File: config.mk
export PLATFORM = sky130hd
export DESIGN_NAME = dma_xfer_engine
export DESIGN_NICKNAME = d
export VERILOG_FILES = /design/src/rtl/dma_xfer_pkg.sv /design/src/rtl/dma_chunk_size.sv /design/src/rtl/dma_byte_total.sv /design/src/rtl/dma_xfer_engine.sv
export SDC_FILE = /design/constraint.sdc
export NUM_CORES = 1
export LEC_CHECK = 0
export CORE_MARGIN = 8
export CORE_UTILIZATION = 35
export DETAILED_ROUTE_END_ITERATION = 10
export PLACE_DENSITY = 0.65
export SETUP_SLACK_MARGIN = 0.02
export SYNTH_ARGS = -nofsm -noshare
export SYNTH_HDL_FRONTEND = slang
export SYNTH_SLANG_ARGS = --single-unit
export TNS_END_PERCENT = 50
File: constraint.sdc
create_clock -name clk_i -period 8.7 [get_ports clk_i]
set_input_delay 2.175 -clock clk_i [delete_from_list [all_inputs] [get_ports clk_i]]
set_output_delay 2.175 -clock clk_i [all_outputs]
set_load 0.01 [all_outputs]
File: src/rtl/dma_xfer_pkg.sv
package dma_xfer_pkg;
  typedef enum logic [1:0] {
    MODE_RW   = 2'd0,
    MODE_WO   = 2'd1,
    MODE_RO   = 2'd2,
    MODE_RSVD = 2'd3
  } xfer_mode_e;

  typedef enum logic [2:0] {
    ST_IDLE,
    ST_READ,
    ST_WRITE,
    ST_FETCH,
    ST_FINISH
  } eng_state_e;

  localparam logic BURST_FIXED = 1'b0;
  localparam logic BURST_INCR  = 1'b1;
endpackage

File: src/rtl/dma_chunk_size.sv
module dma_chunk_size #(
  parameter int SIZE_W = 30,
  parameter int LEN_W  = 4
) (
  input  logic [SIZE_W-1:0] avail_i,
  input  logic [LEN_W-1:0]  cap_i,
  output logic [LEN_W-1:0]  len_o
);
  always_comb begin
    if (avail_i < SIZE_W'(cap_i)) len_o = avail_i[LEN_W-1:0];
    else                          len_o = cap_i;
  end
endmodule

File: src/rtl/dma_byte_total.sv
module dma_byte_total #(
  parameter int CNT_W = 32,
  parameter int LEN_W = 4
) (
  input  logic             clk_i,
  input  logic             rst_ni,
  input  logic             add_en_i,
  input  logic [LEN_W-1:0] add_len_i,
  input  logic             clr_en_i,
  input  logic [CNT_W-1:0] clr_mask_i,
  output logic [CNT_W-1:0] total_o
);
  logic [CNT_W-1:0] total_q;
  logic [CNT_W-1:0] keep;
  logic [CNT_W-1:0] addend;

  assign keep   = clr_en_i ? ~clr_mask_i : {CNT_W{1'b1}};
  assign addend = add_en_i ? CNT_W'(add_len_i) : '0;

  always_ff @(posedge clk_i or negedge rst_ni) begin
    if (!rst_ni)                   total_q <= '0;
    else if (add_en_i || clr_en_i) total_q <= (total_q & keep) + addend;
  end

  assign total_o = total_q;


  clear_all_chk: assert property (@(posedge clk_i) disable iff (!rst_ni)
    (clr_en_i && (&clr_mask_i) && !add_en_i) |=> (total_o == '0));

  add_step_chk: assert property (@(posedge clk_i) disable iff (!rst_ni)
    (add_en_i && !clr_en_i) |=> (total_o == $past(total_o) + CNT_W'($past(add_len_i))));
endmodule

File: src/rtl/dma_xfer_engine.sv
module dma_xfer_engine
  import dma_xfer_pkg::*;
#(
  parameter int DATA_W = 64,
  parameter int AW     = 49,
  parameter int SIZE_W = 30,
  parameter int CNT_W  = 32,
  parameter int LEN_W  = $clog2(DATA_W / 8 + 1)
) (
  input  logic              clk_i,
  input  logic              rst_ni,
  input  logic              start_i,
  input  logic              ptr_mem_i,
  input  logic [1:0]        mode_i,
  input  logic              burst_i,
  input  logic [AW-1:0]     src_addr_i,
  input  logic [SIZE_W-1:0] src_size_i,
  input  logic              src_intr_i,
  input  logic [AW-1:0]     dst_addr_i,
  input  logic [SIZE_W-1:0] dst_size_i,
  input  logic              dst_intr_i,
  input  logic [DATA_W-1:0] pattern_i,
  output logic              rd_req_o,
  output logic [AW-1:0]     rd_addr_o,
  output logic [LEN_W-1:0]  rd_len_o,
  input  logic              rd_ack_i,
  input  logic [DATA_W-1:0] rd_data_i,
  output logic              wr_req_o,
  output logic [AW-1:0]     wr_addr_o,
  output logic [LEN_W-1:0]  wr_len_o,
  output logic [DATA_W-1:0] wr_data_o,
  input  logic              wr_ack_i,
  output logic              dsc_req_o,
  input  logic              dsc_ack_i,
  input  logic [AW-1:0]     dsc_addr_i,
  input  logic [SIZE_W-1:0] dsc_size_i,
  input  logic              dsc_intr_i,
  input  logic              tot_clr_i,
  input  logic [CNT_W-1:0]  tot_clr_mask_i,
  output logic [CNT_W-1:0]  total_bytes_o,
  output logic              busy_o,
  output logic              src_done_o,
  output logic              dst_done_o,
  output logic              xfer_done_o
);
  localparam int BEAT_BYTES = DATA_W / 8;
  localparam logic [LEN_W-1:0] BEAT_CAP = LEN_W'(BEAT_BYTES);

  eng_state_e        st_q;
  xfer_mode_e        mode_q;
  logic              mem_q, incr_q;
  logic [AW-1:0]     src_addr_q, dst_addr_q;
  logic [SIZE_W-1:0] rem_q, dst_rem_q;
  logic              src_intr_q, dst_intr_q, touched_q;
  logic [DATA_W-1:0] buf_q;
  logic [LEN_W-1:0]  off_q;

  xfer_mode_e        start_mode;
  logic              start_incr;
  logic [SIZE_W-1:0] start_len;
  logic [LEN_W-1:0]  beat_len, piece_len;
  logic              limit_dst, need_fetch, wr_fire, beat_end, add_en;

  assign start_mode = ptr_mem_i ? MODE_RW : xfer_mode_e'(mode_i);
  assign start_incr = ptr_mem_i ? BURST_INCR : burst_i;
  assign start_len  = (start_mode == MODE_WO) ? dst_size_i : src_size_i;

  assign limit_dst  = mem_q || (mode_q == MODE_WO);
  assign need_fetch = mem_q && (dst_rem_q == '0);

  // rem_q only moves at beat boundaries, so this is the current beat length
  dma_chunk_size #(.SIZE_W(SIZE_W), .LEN_W(LEN_W)) u_beat (
    .avail_i (rem_q),
    .cap_i   (BEAT_CAP),
    .len_o   (beat_len)
  );

  dma_chunk_size #(.SIZE_W(SIZE_W), .LEN_W(LEN_W)) u_piece (
    .avail_i (limit_dst ? dst_rem_q : {SIZE_W{1'b1}}),
    .cap_i   (beat_len - off_q),
    .len_o   (piece_len)
  );

  assign rd_req_o  = (st_q == ST_READ);
  assign rd_addr_o = src_addr_q;
  assign rd_len_o  = beat_len;
  assign wr_req_o  = (st_q == ST_WRITE) && !need_fetch;
  assign wr_addr_o = dst_addr_q;
  assign wr_len_o  = piece_len;
  assign wr_data_o = buf_q >> {off_q, 3'b000};
  assign dsc_req_o = (st_q == ST_FETCH);
  assign wr_fire   = wr_req_o && wr_ack_i;
  assign beat_end  = (off_q + piece_len) == beat_len;

  always_ff @(posedge clk_i or negedge rst_ni) begin
    if (!rst_ni) begin
      st_q       <= ST_IDLE;
      mode_q     <= MODE_RW;
      mem_q      <= 1'b0;
      incr_q     <= BURST_INCR;
      src_addr_q <= '0;
      dst_addr_q <= '0;
      rem_q      <= '0;
      dst_rem_q  <= '0;
      src_intr_q <= 1'b0;
      dst_intr_q <= 1'b0;
      touched_q  <= 1'b0;
      buf_q      <= '0;
      off_q      <= '0;
    end else begin
      unique case (st_q)
        ST_IDLE: if (start_i) begin
          mode_q     <= start_mode;
          mem_q      <= ptr_mem_i;
          incr_q     <= start_incr;
          src_addr_q <= src_addr_i;
          dst_addr_q <= dst_addr_i;
          rem_q      <= start_len;
          dst_rem_q  <= dst_size_i;
          src_intr_q <= src_intr_i;
          dst_intr_q <= dst_intr_i;
          touched_q  <= 1'b0;
          buf_q      <= pattern_i;
          off_q      <= '0;
          if (start_len == '0)            st_q <= ST_FINISH;
          else if (start_mode == MODE_WO) st_q <= ST_WRITE;
          else                            st_q <= ST_READ;
        end
        ST_READ: if (rd_ack_i) begin
          buf_q <= rd_data_i;
          off_q <= '0;
          if (incr_q == BURST_INCR) src_addr_q <= src_addr_q + AW'(beat_len);
          if (mode_q == MODE_RO) begin
            rem_q <= rem_q - SIZE_W'(beat_len);
            st_q  <= (rem_q == SIZE_W'(beat_len)) ? ST_FINISH : ST_READ;
          end else begin
            st_q <= ST_WRITE;
          end
        end
        ST_WRITE: begin
          if (need_fetch) begin
            st_q <= ST_FETCH;
          end else if (wr_ack_i) begin
            touched_q <= 1'b1;
            if (incr_q == BURST_INCR) dst_addr_q <= dst_addr_q + AW'(piece_len);
            if (limit_dst) dst_rem_q <= dst_rem_q - SIZE_W'(piece_len);
            if (beat_end) begin
              off_q <= '0;
              rem_q <= rem_q - SIZE_W'(beat_len);
              if (rem_q == SIZE_W'(beat_len)) st_q <= ST_FINISH;
              else if (mode_q == MODE_WO)     st_q <= ST_WRITE;
              else                            st_q <= ST_READ;
            end else begin
              off_q <= off_q + piece_len;
            end
          end
        end
        ST_FETCH: if (dsc_ack_i) begin
          dst_addr_q <= dsc_addr_i;
          dst_rem_q  <= dsc_size_i;
          dst_intr_q <= dsc_intr_i;
          st_q       <= ST_WRITE;
        end
        default: st_q <= ST_IDLE;
      endcase
    end
  end

  assign add_en = (rd_req_o && rd_ack_i && mode_q == MODE_RO) || (wr_fire && beat_end);

  dma_byte_total #(.CNT_W(CNT_W), .LEN_W(LEN_W)) u_total (
    .clk_i      (clk_i),
    .rst_ni     (rst_ni),
    .add_en_i   (add_en),
    .add_len_i  (beat_len),
    .clr_en_i   (tot_clr_i),
    .clr_mask_i (tot_clr_mask_i),
    .total_o    (total_bytes_o)
  );

  assign busy_o      = (st_q != ST_IDLE);
  assign xfer_done_o = (st_q == ST_FINISH);
  assign src_done_o  = (st_q == ST_FINISH) && src_intr_q;
  assign dst_done_o  = (wr_fire && limit_dst && dst_intr_q && (dst_rem_q == SIZE_W'(piece_len)))
                    || ((st_q == ST_FINISH) && !limit_dst && (mode_q != MODE_RO)
                        && touched_q && dst_intr_q);


  req_onehot_chk: assert property (@(posedge clk_i) disable iff (!rst_ni)
    $onehot0({rd_req_o, wr_req_o, dsc_req_o}));

  wr_len_range_chk: assert property (@(posedge clk_i) disable iff (!rst_ni)
    wr_req_o |-> (wr_len_o != '0 && wr_len_o <= BEAT_CAP));

  fixed_addr_hold_chk: assert property (@(posedge clk_i) disable iff (!rst_ni)
    (wr_fire && incr_q == BURST_FIXED) |=> $stable(wr_addr_o));

  ro_no_write_chk: assert property (@(posedge clk_i) disable iff (!rst_ni)
    (busy_o && mode_q == MODE_RO) |-> !wr_req_o);

  wo_no_read_chk: assert property (@(posedge clk_i) disable iff (!rst_ni)
    (busy_o && mode_q == MODE_WO) |-> !rd_req_o);

  mem_forces_rw_chk: assert property (@(posedge clk_i) disable iff (!rst_ni)
    (busy_o && mem_q) |-> (incr_q == BURST_INCR && mode_q == MODE_RW));

  mem_dst_room_chk: assert property (@(posedge clk_i) disable iff (!rst_ni)
    (wr_req_o && limit_dst) |-> (SIZE_W'(wr_len_o) <= dst_rem_q));

  done_pulse_chk: assert property (@(posedge clk_i) disable iff (!rst_ni)
    xfer_done_o |=> (!xfer_done_o && !busy_o));
endmodule

==> flow_summary_export.csv <==
group,metric,value,unit
status,status,"finished, final reports clean",
setup_path,crit_arrival,8700,ps
logic_synthesis,ys_seq_area_share,33.4,%
power_and_ir_drop,power,8.80,mW
timing,slew_violations,0,
logic_synthesis,synth.most_common_cell,"nand2_1",
timing,setup_viol,0,
die,start_util,35.5,%
logic_synthesis,synth.largest_area_cell,"dfrtp_1",
clock_tree,cts.path.max_buffers,3,
hold_path,worstHoldStart,"buf_q[4]$_DFFE_PN0P_",
timing,worst_pin_slew,1150,ps
die,fp-row-count,87,
logic_synthesis,synthFlopType,"dfrtp_1",
finish,design_area,0.0283,mm2
logic_synthesis,syn_area,0.0201,mm2
logic_synthesis,syn-num-nets,2996,
power_and_ir_drop,powerDensity,311,mW/mm2
detailed_routing,drcViolationCount,0,
die,core_area,0.0565,mm2
logic_synthesis,synth.area.mux_share,9.06,%
setup_path,cp-start-kind,"flop",
logic_synthesis,yosysWarnings,0,
detailed_routing,vias,22600,
timing,finalHoldViolCount,0,
setup_path,end_kind,"flop",
setup_path,r2r_cells,34,
placement,gp_congestion,0.939,
hold_path,hold_path_end,"buf_q[4]$_DFFE_PN0P_",
clock_tree,cts_tree,"built",
grt,grt_pass1_wl,137,mm
setup_path,cp_common_cell,"ha_1",
finish,finish.utilization,50.1,%
logic_synthesis,synth-seq-cells,268,
timing,clock_skew,23.9,ps
placement,dp_hpwl,68.1,mm
setup_path,rrSetupSlack,480,ps
logic_synthesis,synth_edf_count,0,
grt,grt_max_degree,104,
setup_path,reg2reg_to,"u_total.total_o[20]$_DFFE_PN0P_",
setup_path,worstPathRequired,9180,ps
setup_path,r2r-start,"rem_q[23]$_DFFE_PN0P_",
grt,gr-usage-all-layers,26.0,%
setup_path,critPathKind,"reg2reg",
detailed_routing,dr.pass1.iters,5,
clock_tree,cts-htree-levels,2,
finish,nNetsFinal,3521,
clock_tree,clock_latency,550,ps
detailed_routing,antenna_left,0,
finish,final_cells,3864,
detailed_routing,avgViaCountPerCell,5.84,
timing,rsz0062_at_grt,"no",
logic_synthesis,ys_async_sr_fraction,100,%
logic_synthesis,synth_adder_area_share,2.22,%
clock_tree,ctsRootBufferMaster,"clkbuf_16",
power_and_ir_drop,p_leak,11.0,nW
placement,post_dp_cell_area,0.0269,mm2
timing,slew_headroom,23.1,%
timing,holdWs,484,ps
timing,finalCriticalPeriod,8220,ps
detailed_routing,wl_per_cell,23.3,um
clock_tree,clock-sinks,268,
logic_synthesis,synth_cell_type_count,87,
logic_synthesis,synth_top_area_share,33.3,%
placement,dp_cells,3792,
power_and_ir_drop,ir_drop,0.198,mV
detailed_routing,routed_wl,90.0,mm
clock_tree,cts_buffers,37,
logic_synthesis,synthTopCellsByArea,"dfrtp_1, o21ai_0, mux2i_1, nand2_1, a21oi_1",
timing,post-route-period-util,94.4,%
grt,antenna_found_initial,7,
timing,setup_tns,0,ps
detailed_routing,initialDrtViolationCount,1983,
logic_synthesis,synthSimpleGateAreaFrac,24.0,%
logic_synthesis,synth_top_family_by_area,"compound AO/OA/AOI/OAI gates",
logic_synthesis,synth_compound_gate_area_share,26.0,%
setup_path,critPathSlowestCell,"or4_4",
hold_path,hold_class,"reg2reg",
hold_path,holdPathStages,2,
logic_synthesis,avgSynthCellArea,7.86,um2
placement,portBuffers,619,
finish,area_growth,41.1,%
grt,grt_pass1_vias,22400,
timing,fin_ws,484,ps
timing,fmax,122,MHz
die,die_w,255,um
die,die_h,255,um
finish,drive_gt1_share,6.28,%
die,dieArea,0.0653,mm2
setup_path,worst-path-max-fanout,8,
logic_synthesis,synth-xor-area-share,0.748,%
logic_synthesis,syn-instance-count,2553,
die,pin_count,620,
setup_path,slowest_delay,570,ps
grt,gr-total-overflow,0,
placement,post-place-ws,-130,ps
clock_tree,cts.clk_slew.worst_paths,60,ps
logic_synthesis,synth_common_cells,"nand2_1, o21ai_0, dfrtp_1, a21oi_1, nor2_1",
job,drv_cap,0,
## worst max-delay path: cells and delay by family, from the launching register on
family          cells  cell delay (ps)
simple gates       11             2570
compound gates     12             2450
fa+ha+maj           5             1380
xor+xnor            3              740
flops               1              420
mux                 1              350
buf+inv             2              210
## area by class of cell
class / count / area, um2
fill: 5374 / 28200
multi-input combinational: 2054 / 12600
sequential: 268 / 6720
timing repair buffer: 661 / 6530
clock buffer: 53 / 1110
tap: 756 / 946
inverter: 56 / 215
clock inverter: 13 / 179
antenna: 3 / 7.51
## state kept, by name (all words and copies together) (netlist names), 2 cells and up
register	cells
u_total.total_o	32
mode_q	2
rem_q	30
st_q	3
rd_addr_o	49
buf_q	64
wr_addr_o	49
off_q	4
dst_rem_q	30
## metal layers
| layer | vias to the layer above | global-route usage [%] | share of wire [%] |
|---|---|---|---|
| met5 | - | 0 | 0.053 |
| met4 | 8 | 8.09 | 3.0 |
| met3 | 144 | 4.91 | 7.2 |
| met1 | 11000 | 33.6 | 42 |
| li1 | 10500 | - | - |
| met2 | 952 | 43.7 | 48 |
## where the power goes
part | switching, mW | internal [mW] | leakage, nW | total (mW)
combinational | 2.69 | 2.02 | 7.08 | 4.71
clock | 0.618 | 1.01 | 0.623 | 1.62
sequential | 0.677 | 1.80 | 3.29 | 2.47
## placed cells by master (no fill, tap or decap), types with 36 or more instances in the layout
| cell type | count |
|---|---|
| clkdlybuf4s50_1 | 616 |
| nand2_1 | 353 |
| o21ai_0 | 304 |
| dfrtp_1 | 264 |
| a21oi_1 | 204 |
| nor2_1 | 188 |
| mux2i_1 | 149 |
| nor3_1 | 65 |
| nand3_1 | 61 |
| inv_1 | 54 |
| o22ai_1 | 48 |
| and2_1 | 47 |
| and3_1 | 47 |
| buf_4 | 40 |
| clkbuf_16 | 39 |
| nand4_1 | 36 |
## logic make-up after synthesis
kind of cell	count (synthesis)
and+or+nand+nor	989
AOI/OAI and AO/OA	840
DFF	268
buffers and inverters	231
muxes	178
adders and majority gates	32
xor gates and xnor gates	14
other	1
## repair_timing
| item | CTS | global route |
|---|---|---|
| setup endpoints to repair | 5 | 29 |
| hold buffers | 0 | 0 |
| pin swaps | 0 | 4 |
| setup buffers | 0 | 3 |
| resized for setup | 2 | 22 |
## how the worst max path moves through the flow
stage,endpoint,start,slack [ps]
2_1_floorplan,u_total.total_o[20]$_DFFE_PN0P_,rem_q[23]$_DFFE_PN0P_,80
3_3_place_gp,u_total.total_o[20]$_DFFE_PN0P_,rem_q[10]$_DFFE_PN0P_,120
3_5_place_dp,u_total.total_o[20]$_DFFE_PN0P_,rem_q[10]$_DFFE_PN0P_,-130
4_1_cts,u_total.total_o[20]$_DFFE_PN0P_,rem_q[10]$_DFFE_PN0P_,60
5_1_grt,u_total.total_o[26]$_DFFE_PN0P_,rem_q[10]$_DFFE_PN0P_,30
6_report,u_total.total_o[20]$_DFFE_PN0P_,rem_q[23]$_DFFE_PN0P_,480
No activity file was read; power rests on OpenSTA's default activity.
